--- src/rtl/smi_pkg.sv ---
package smi_pkg;
  localparam logic [3:0] DEV_CODE = 4'b1010;

  typedef enum logic [2:0] {
    ST_IDLE,
    ST_DEV,
    ST_AHI,
    ST_ALO,
    ST_WR,
    ST_RD,
    ST_MACK
  } smi_state_e;
endpackage

--- src/rtl/smi_deglitch.sv ---
module smi_deglitch #(
  parameter int FILT_N  = 13,
  parameter bit RST_VAL = 1'b1
) (
  input  logic clk_i,
  input  logic rst_ni,
  input  logic raw_i,
  output logic filt_o
);
  localparam int CNT_W = (FILT_N > 1) ? $clog2(FILT_N) : 1;

  logic [1:0]       sync_q;
  logic             filt_q;
  logic [CNT_W-1:0] cnt_q;

  always_ff @(posedge clk_i or negedge rst_ni) begin
    if (!rst_ni) begin
      sync_q <= {2{RST_VAL}};
      filt_q <= RST_VAL;
      cnt_q  <= '0;
    end else begin
      sync_q <= {sync_q[0], raw_i};
      if (sync_q[1] == filt_q) begin
        cnt_q <= '0;
      end else if (cnt_q == CNT_W'(FILT_N - 1)) begin
        filt_q <= sync_q[1];
        cnt_q  <= '0;
      end else begin
        cnt_q <= cnt_q + CNT_W'(1);
      end
    end
  end

  assign filt_o = filt_q;

  AST_FILT_FOLLOWS_INPUT: assert property (@(posedge clk_i) disable iff (!rst_ni)
    (filt_q != $past(filt_q)) |-> ($past(sync_q[1]) == filt_q));
endmodule

--- src/rtl/smi_bus_events.sv ---
module smi_bus_events (
  input  logic clk_i,
  input  logic rst_ni,
  input  logic scl_i,
  input  logic sda_i,
  output logic scl_rise_o,
  output logic scl_fall_o,
  output logic start_o,
  output logic stop_o
);
  logic scl_q, sda_q;

  always_ff @(posedge clk_i or negedge rst_ni) begin
    if (!rst_ni) begin
      scl_q <= 1'b1;
      sda_q <= 1'b1;
    end else begin
      scl_q <= scl_i;
      sda_q <= sda_i;
    end
  end

  assign scl_rise_o = !scl_q && scl_i;
  assign scl_fall_o = scl_q && !scl_i;
  assign start_o    = scl_q && scl_i && sda_q && !sda_i;
  assign stop_o     = scl_q && scl_i && !sda_q && sda_i;

  AST_EVENTS_EXCLUSIVE: assert property (@(posedge clk_i) disable iff (!rst_ni)
    $onehot0({scl_rise_o, scl_fall_o, start_o, stop_o}));
endmodule

--- src/rtl/smi_addr_ptr.sv ---
module smi_addr_ptr #(
  parameter int ADDR_W = 12,
  parameter int PAGE_W = 5
) (
  input  logic              clk_i,
  input  logic              rst_ni,
  input  logic              load_i,
  input  logic [ADDR_W-1:0] load_val_i,
  input  logic              step_page_i,
  input  logic              step_full_i,
  output logic [ADDR_W-1:0] ptr_o
);
  logic [ADDR_W-1:0] ptr_q;
  logic [PAGE_W-1:0] low_nxt;

  assign low_nxt = ptr_q[PAGE_W-1:0] + PAGE_W'(1);

  always_ff @(posedge clk_i or negedge rst_ni) begin
    if (!rst_ni) begin
      ptr_q <= '0;
    end else if (load_i) begin
      ptr_q <= load_val_i;
    end else if (step_page_i) begin
      ptr_q <= {ptr_q[ADDR_W-1:PAGE_W], low_nxt};
    end else if (step_full_i) begin
      ptr_q <= ptr_q + ADDR_W'(1);
    end
  end

  assign ptr_o = ptr_q;

  AST_PAGE_STEP_STAYS: assert property (@(posedge clk_i) disable iff (!rst_ni)
    (step_page_i && !load_i) |=> (ptr_q[ADDR_W-1:PAGE_W] == $past(ptr_q[ADDR_W-1:PAGE_W])));
  AST_FULL_STEP_WRAPS: assert property (@(posedge clk_i) disable iff (!rst_ni)
    (step_full_i && !step_page_i && !load_i && (ptr_q == {ADDR_W{1'b1}})) |=> (ptr_q == '0));
endmodule

--- src/rtl/smi_target.sv ---
module smi_target
  import smi_pkg::*;
#(
  parameter int ADDR_W     = 12,
  parameter int PAGE_BYTES = 32,
  parameter int FILT_N     = 13
) (
  input  logic              clk_i,
  input  logic              rst_ni,
  input  logic              scl_i,
  input  logic              sda_i,
  input  logic [2:0]        strap_i,
  input  logic              busy_i,
  input  logic [7:0]        rd_data_i,
  output logic              sda_oe_o,
  output logic [ADDR_W-1:0] rd_addr_o,
  output logic              wr_valid_o,
  output logic [ADDR_W-1:0] wr_addr_o,
  output logic [7:0]        wr_data_o,
  output logic              wr_commit_o
);
  localparam int PAGE_W = $clog2(PAGE_BYTES);

  // filtered bus lines: index 0 = clock, 1 = data
  logic [1:0] raw_lines, flt_lines;
  assign raw_lines = {sda_i, scl_i};

  for (genvar g = 0; g < 2; g++) begin : g_flt
    smi_deglitch #(.FILT_N(FILT_N), .RST_VAL(1'b1)) u_flt (
      .clk_i  (clk_i),
      .rst_ni (rst_ni),
      .raw_i  (raw_lines[g]),
      .filt_o (flt_lines[g])
    );
  end

  logic scl_f, sda_f;
  assign scl_f = flt_lines[0];
  assign sda_f = flt_lines[1];

  logic scl_rise, scl_fall, start_ev, stop_ev;

  smi_bus_events u_ev (
    .clk_i      (clk_i),
    .rst_ni     (rst_ni),
    .scl_i      (scl_f),
    .sda_i      (sda_f),
    .scl_rise_o (scl_rise),
    .scl_fall_o (scl_fall),
    .start_o    (start_ev),
    .stop_o     (stop_ev)
  );

  smi_state_e        st_q, st_d;
  logic [7:0]        sh_q, sh_d, hi_q, hi_d;
  logic [3:0]        cnt_q, cnt_d;
  logic              ack_q, ack_d, oe_q, oe_d, any_q, any_d, mack_q, mack_d;
  logic              wv_q, wv_d, commit_q, commit_d;
  logic [ADDR_W-1:0] wa_q, wa_d;
  logic [7:0]        wd_q, wd_d;
  logic              p_load, p_page, p_full;
  logic [ADDR_W-1:0] p_val, ptr;
  logic              byte_full;
  logic              dev_ok;

  assign byte_full = (cnt_q == 4'd8);
  assign p_val     = ADDR_W'({hi_q, sh_q});
  assign dev_ok    = (sh_q[7:4] == DEV_CODE) && (sh_q[3:1] == strap_i) && !busy_i;

  smi_addr_ptr #(.ADDR_W(ADDR_W), .PAGE_W(PAGE_W)) u_ptr (
    .clk_i       (clk_i),
    .rst_ni      (rst_ni),
    .load_i      (p_load),
    .load_val_i  (p_val),
    .step_page_i (p_page),
    .step_full_i (p_full),
    .ptr_o       (ptr)
  );

  always_comb begin
    st_d     = st_q;
    sh_d     = sh_q;
    hi_d     = hi_q;
    cnt_d    = cnt_q;
    ack_d    = ack_q;
    oe_d     = oe_q;
    any_d    = any_q;
    mack_d   = mack_q;
    wv_d     = 1'b0;
    wa_d     = wa_q;
    wd_d     = wd_q;
    commit_d = 1'b0;
    p_load   = 1'b0;
    p_page   = 1'b0;
    p_full   = 1'b0;

    if (start_ev) begin
      st_d  = ST_DEV;
      cnt_d = '0;
      ack_d = 1'b0;
      oe_d  = 1'b0;
      any_d = 1'b0;
    end else if (stop_ev) begin
      commit_d = (st_q == ST_WR) && any_q;
      st_d     = ST_IDLE;
      ack_d    = 1'b0;
      oe_d     = 1'b0;
      any_d    = 1'b0;
    end else if (ack_q) begin
      // ninth clock of a received byte: hold the acknowledge until it ends
      if (scl_fall) begin
        ack_d = 1'b0;
        cnt_d = '0;
        if (st_q == ST_RD) begin
          sh_d = rd_data_i;
          oe_d = !rd_data_i[7];
        end else begin
          oe_d = 1'b0;
        end
      end
    end else begin
      case (st_q)
        ST_DEV, ST_AHI, ST_ALO, ST_WR: begin
          if (scl_rise && !byte_full) begin
            sh_d  = {sh_q[6:0], sda_f};
            cnt_d = cnt_q + 4'd1;
          end else if (scl_fall && byte_full) begin
            ack_d = 1'b1;
            oe_d  = 1'b1;
            case (st_q)
              ST_DEV: begin
                if (!dev_ok) begin
                  ack_d = 1'b0;
                  oe_d  = 1'b0;
                  st_d  = ST_IDLE;
                end else begin
                  st_d = sh_q[0] ? ST_RD : ST_AHI;
                end
              end
              ST_AHI: begin
                hi_d = sh_q;
                st_d = ST_ALO;
              end
              ST_ALO: begin
                p_load = 1'b1;
                st_d   = ST_WR;
              end
              default: begin
                wv_d   = 1'b1;
                wa_d   = ptr;
                wd_d   = sh_q;
                p_page = 1'b1;
                any_d  = 1'b1;
              end
            endcase
          end
        end
        ST_RD: begin
          if (scl_rise) begin
            cnt_d = cnt_q + 4'd1;
          end else if (scl_fall) begin
            if (byte_full) begin
              oe_d = 1'b0;
              st_d = ST_MACK;
            end else begin
              sh_d = {sh_q[6:0], 1'b0};
              oe_d = !sh_q[6];
            end
          end
        end
        ST_MACK: begin
          if (scl_rise) begin
            mack_d = !sda_f;
            p_full = 1'b1;
          end else if (scl_fall) begin
            if (mack_q) begin
              st_d  = ST_RD;
              cnt_d = '0;
              sh_d  = rd_data_i;
              oe_d  = !rd_data_i[7];
            end else begin
              st_d = ST_IDLE;
            end
          end
        end
        default: ;
      endcase
    end
  end

  always_ff @(posedge clk_i or negedge rst_ni) begin
    if (!rst_ni) begin
      st_q     <= ST_IDLE;
      sh_q     <= '0;
      hi_q     <= '0;
      cnt_q    <= '0;
      ack_q    <= 1'b0;
      oe_q     <= 1'b0;
      any_q    <= 1'b0;
      mack_q   <= 1'b0;
      wv_q     <= 1'b0;
      wa_q     <= '0;
      wd_q     <= '0;
      commit_q <= 1'b0;
    end else begin
      st_q     <= st_d;
      sh_q     <= sh_d;
      hi_q     <= hi_d;
      cnt_q    <= cnt_d;
      ack_q    <= ack_d;
      oe_q     <= oe_d;
      any_q    <= any_d;
      mack_q   <= mack_d;
      wv_q     <= wv_d;
      wa_q     <= wa_d;
      wd_q     <= wd_d;
      commit_q <= commit_d;
    end
  end

  assign sda_oe_o    = oe_q;
  assign rd_addr_o   = ptr;
  assign wr_valid_o  = wv_q;
  assign wr_addr_o   = wa_q;
  assign wr_data_o   = wd_q;
  assign wr_commit_o = commit_q;

  AST_DRIVE_ONLY_SCL_LOW: assert property (@(posedge clk_i) disable iff (!rst_ni)
    (oe_q != $past(oe_q)) |-> !scl_f);
  AST_BUSY_BLOCKS_ACK: assert property (@(posedge clk_i) disable iff (!rst_ni)
    ($rose(ack_q) && ($past(st_q) == ST_DEV)) |-> !$past(busy_i));
  AST_ACK_NEEDS_MATCH: assert property (@(posedge clk_i) disable iff (!rst_ni)
    ($rose(ack_q) && ($past(st_q) == ST_DEV)) |->
      (($past(sh_q[7:4]) == 4'b1010) && ($past(sh_q[3:1]) == $past(strap_i))));
  AST_COMMIT_AFTER_STOP: assert property (@(posedge clk_i) disable iff (!rst_ni)
    wr_commit_o |-> $past(stop_ev));
  AST_WR_SINGLE_PULSE: assert property (@(posedge clk_i) disable iff (!rst_ni)
    wr_valid_o |=> !wr_valid_o);
  AST_RELEASED_IN_MACK: assert property (@(posedge clk_i) disable iff (!rst_ni)
    (st_q == ST_MACK) |-> !oe_q);
endmodule

--- config.mk ---
export PLATFORM = sky130hd
export DESIGN_NAME = smi_target
export DESIGN_NICKNAME = d
export VERILOG_FILES = /design/src/rtl/smi_pkg.sv /design/src/rtl/smi_deglitch.sv /design/src/rtl/smi_bus_events.sv /design/src/rtl/smi_addr_ptr.sv /design/src/rtl/smi_target.sv
export SDC_FILE = /design/constraint.sdc
export NUM_CORES = 1
export LEC_CHECK = 0
export ABC_AREA = 1
export BUFFER_PORTS_ARGS = -buffer_cell sky130_fd_sc_hd__buf_2
export CAP_MARGIN = 20
export CORE_AREA = 3 3 89 91
export CTS_CLUSTER_DIAMETER = 150
export DETAILED_ROUTE_END_ITERATION = 6
export DIE_AREA = 0 0 92 94
export GPL_ROUTABILITY_DRIVEN = 0
export PLACE_DENSITY = 0.79
export SYNTH_ARGS = -nofsm -noshare
export SYNTH_HDL_FRONTEND = slang
export SYNTH_HIERARCHICAL = 1
export SYNTH_SLANG_ARGS = --single-unit
--- constraint.sdc ---
create_clock -name clk_i -period 2.42 [get_ports clk_i]
set_clock_uncertainty 0.05 [all_clocks]
set_input_delay 0.363 -clock clk_i [delete_from_list [all_inputs] [get_ports clk_i]]
set_output_delay 0.363 -clock clk_i [all_outputs]
set_load 0.005 [all_outputs]
==> metrics.cfg <==
[run_status]
status=finished, final reports clean

[cts]
cts_inserted_buffers=9
post_cts_buffers=0
cts_tree=built
cts_max_path_buffers=2
insertion_delay_ps=360
root_buffer=clkbuf_8
cts_max_level=3
cts_sinks=73
clk_pin_slew_ps=70

[yosys]
synth.area.mux_share_pct=0
synth-edff-count=0
synth-seq-cells=73
async_reset_ff_share_pct=100.0
synth_warnings=6
synth_compound_area_share_pct=8.128
yosys_most_used_dff=dfrtp_1
synth_fp_nets=584
syn_area_um2=4218
yosys.area_share.simple_pct=35.84
postSynthAreaPerCell_um2=7.518
synth_fa_ha_area_share_pct=2.077
synth-xor-area-share_pct=0.8306
ys_types=34
ys_seq_area_share_pct=43.55
synth_top_family_by_area=simple AND/OR/NAND/NOR gates
netlist_instances=561

[route]
vias=3814
initialDrtViolationCount=229
wl_met2_um=4544
highest_layer=met4
drt_first_pass_iters=5
wl_met1_um=4011
ant_nets=0
drc_errors=0
met3_wirelength_um=620
wl_per_cell_um=13.14
drt-total-wl_um=9471
viasPerCell=5.290

[flow_run]
max_cap_viol_count=0

[critical_path]
crit_required_ps=2670
cp-end-kind=flop
cp_max_fo=7
r2r_end=u_ptr/ptr_o[9]
arrival_ps=2410
r2r_start=g_flt[0].u_flt/filt_o
reg2reg_depth=10
critical_path_class=flop to flop
start_kind=flop
reg2reg_slack_ps=250

[placed_design]
portBuffers=50
hpwl_um=6893

[final_layout]
multi_input_area_um2=1984
syn_to_final_growth_pct=12.58
fill_cells=641
drive_above_1_share_pct=21.54
seqCellArea_um2=1837
n_antenna_cell=0
layout.nets=640

[floorplanning]
die_h_um=94
pin_count=51
core.rowCount=31
dieArea_um2=8648
core_um2=7214
die_w_um=92
start_util_pct=58.46

[sta]
fin_setup_tns_ps=0
rsz0062_at_grt=false
slew_violations=0
finalCritPeriodShare_pct=89.56
tightestPinTransition_ps=518.4
timing.fmax_mhz=461.4
relSlewSlack_pct=65.39
period_needed_ps=2167
hold_viol=0
setup_viol=0
hold-worst-slack_ps=51.15

[grt]
grt_pass1_vias=3654
grt_max_degree=74
overflow=0
grt_pass1_wl_um=16080
antenna_found_initial=0
grt_usage_pct=23.41

[power_and_ir_drop]
ir_worst_vdd_v=0.0003272
power.leakage_nw=2.466
cellPowerDensity_nw_per_um2=490.7

[worst_hold_path]
hold_depth=1
hp-class=primary input to flop
whs_endpoint=g_flt[0].u_flt/sync_q[0]
hp-start=scl_i

## kinds of logic after synthesis
family	count (synthesis)
buffers and inverters	93
xor gates and xnor gates	4
and+or+nand+nor	323
adders and majority gates	7
DFF	73
AOI/OAI and AO/OA	61
## critical path: stages (launching register included)
cell and delay [ps]:
dfstp_2 600, inv_1 60, nor2_2 180, inv_1 100, nor3_1 300, nand2_1 180
inv_1 130, nand2_2 100, nor2_1 220, nand3_1 110, nand2_1 70
## sequential cells by signal (all words and copies together) (netlist names), 2 cells and up
| register | flops |
|---|---|
| g_flt.u_flt/cnt_q | 8 |
| st_q | 3 |
| cnt_q | 4 |
| wr_addr_o | 12 |
| hi_q | 4 |
| sh_q | 8 |
| g_flt.u_flt/sync_q | 4 |
| wr_data_o | 8 |
| u_ptr/ptr_o | 12 |
| g_flt.u_flt/filt_o | 2 |
## cells in the mapped netlist, types with 2 or more instances
library cell	count	area (um^2)
nand2_4	6	67.56
ha_1	7	87.58
a21oi_1	6	30.03
inv_1	73	274.0
nand2_1	187	701.9
xnor2_1	3	26.28
dfrtp_1	65	1627
nand3_2	4	40.04
nor2_1	43	161.4
buf_2	2	10.01
nor3_1	12	60.06
and3_1	2	12.51
nand2_2	7	43.79
nand3_1	29	145.1
inv_2	9	33.78
nor2_4	3	33.78
buf_6	5	56.30
o21ai_1	13	65.06
o21ai_0	31	155.2
nor3_2	2	20.02
nor2_2	10	62.56
nand4_1	11	68.82
dfstp_2	8	210.2
o21ai_2	8	70.07
nand3_4	2	35.03
buf_4	4	30.03
nor4_1	2	12.51
## placed cells by master, fill, tap and decap left out, drive strengths merged, types with 7 or more instances in the layout
cell type / instances
nand2: 200
inv: 82
dfrtp: 65
nor2: 57
buf: 55
o21ai: 52
nand3: 35
nor3: 14
nand4: 11
clkbuf: 11
dfstp: 8
ha: 7
a21oi: 7
## repair_timing
action                                 in CTS  in global routing
resized for setup                           0                  1
endpoints found under the hold margin      26                  0
hold buffers                                1                  0
setup endpoints to repair                   0                  1
## power by group
part / internal (mW) / total, mW / switching (mW)
Sequential: 1.25 / 1.27 / 0.0223
Combinational: 0.0683 / 0.199 / 0.131
Clock: 0.397 / 0.861 / 0.464
## worst max-delay path by stage
stage,start,slack [ps],depth (start not counted),to
2_1_floorplan,cnt_q[0],490,16,u_ptr/ptr_o[5]
6_report,g_flt[0].u_flt/filt_o,250,10,u_ptr/ptr_o[9]
3_3_place_gp,g_flt[0].u_flt/filt_o,250,10,u_ptr/ptr_o[10]
5_1_grt,u_ev/scl_q,80,12,u_ptr/ptr_o[3]
4_1_cts,g_flt[0].u_flt/filt_o,190,11,u_ptr/ptr_o[5]
3_5_place_dp,g_flt[0].u_flt/filt_o,220,11,u_ptr/ptr_o[5]
## metal layers
layer  global-route usage (%)  vias to the layer above
li1                         -                     1870
met1                    28.17                     1760
met2                    39.54                      155
met3                    4.647                       29
met4                    12.75                        0
met5                        0                        -
## metrics by stage
| stage | utilization (%) | setup slack, ps | cell area [um^2] | std cells | power [mW] |
|---|---|---|---|---|---|
| 6_report | 65.82 | 252.7 | 4748 | 721 | 2.330 |
| 4_1_cts | 65.78 | 185.8 | 4746 | 721 | 2.346 |
| 3_5_place_dp | 63.25 | 222.1 | 4563 | 704 | 1.489 |
| 5_1_grt | 65.82 | 77.52 | 4748 | 721 | 2.434 |
| 2_1_floorplan | - | 486.0 | 4218 | 561 | 1.416 |
| 3_3_place_gp | 63.25 | 248.0 | 4563 | 704 | 1.484 |
## cell type report
cell class / count / share of cell area [%]
clock buffer: 11 / 2.978
clock inverter: 5 / 0.6588
inverter: 82 / 6.482
multi-input combinational: 395 / 41.79
sequential: 73 / 38.68
tap: 99 / 2.609
timing repair buffer: 56 / 6.798
Note: power is estimated with default switching activity, not from simulation.
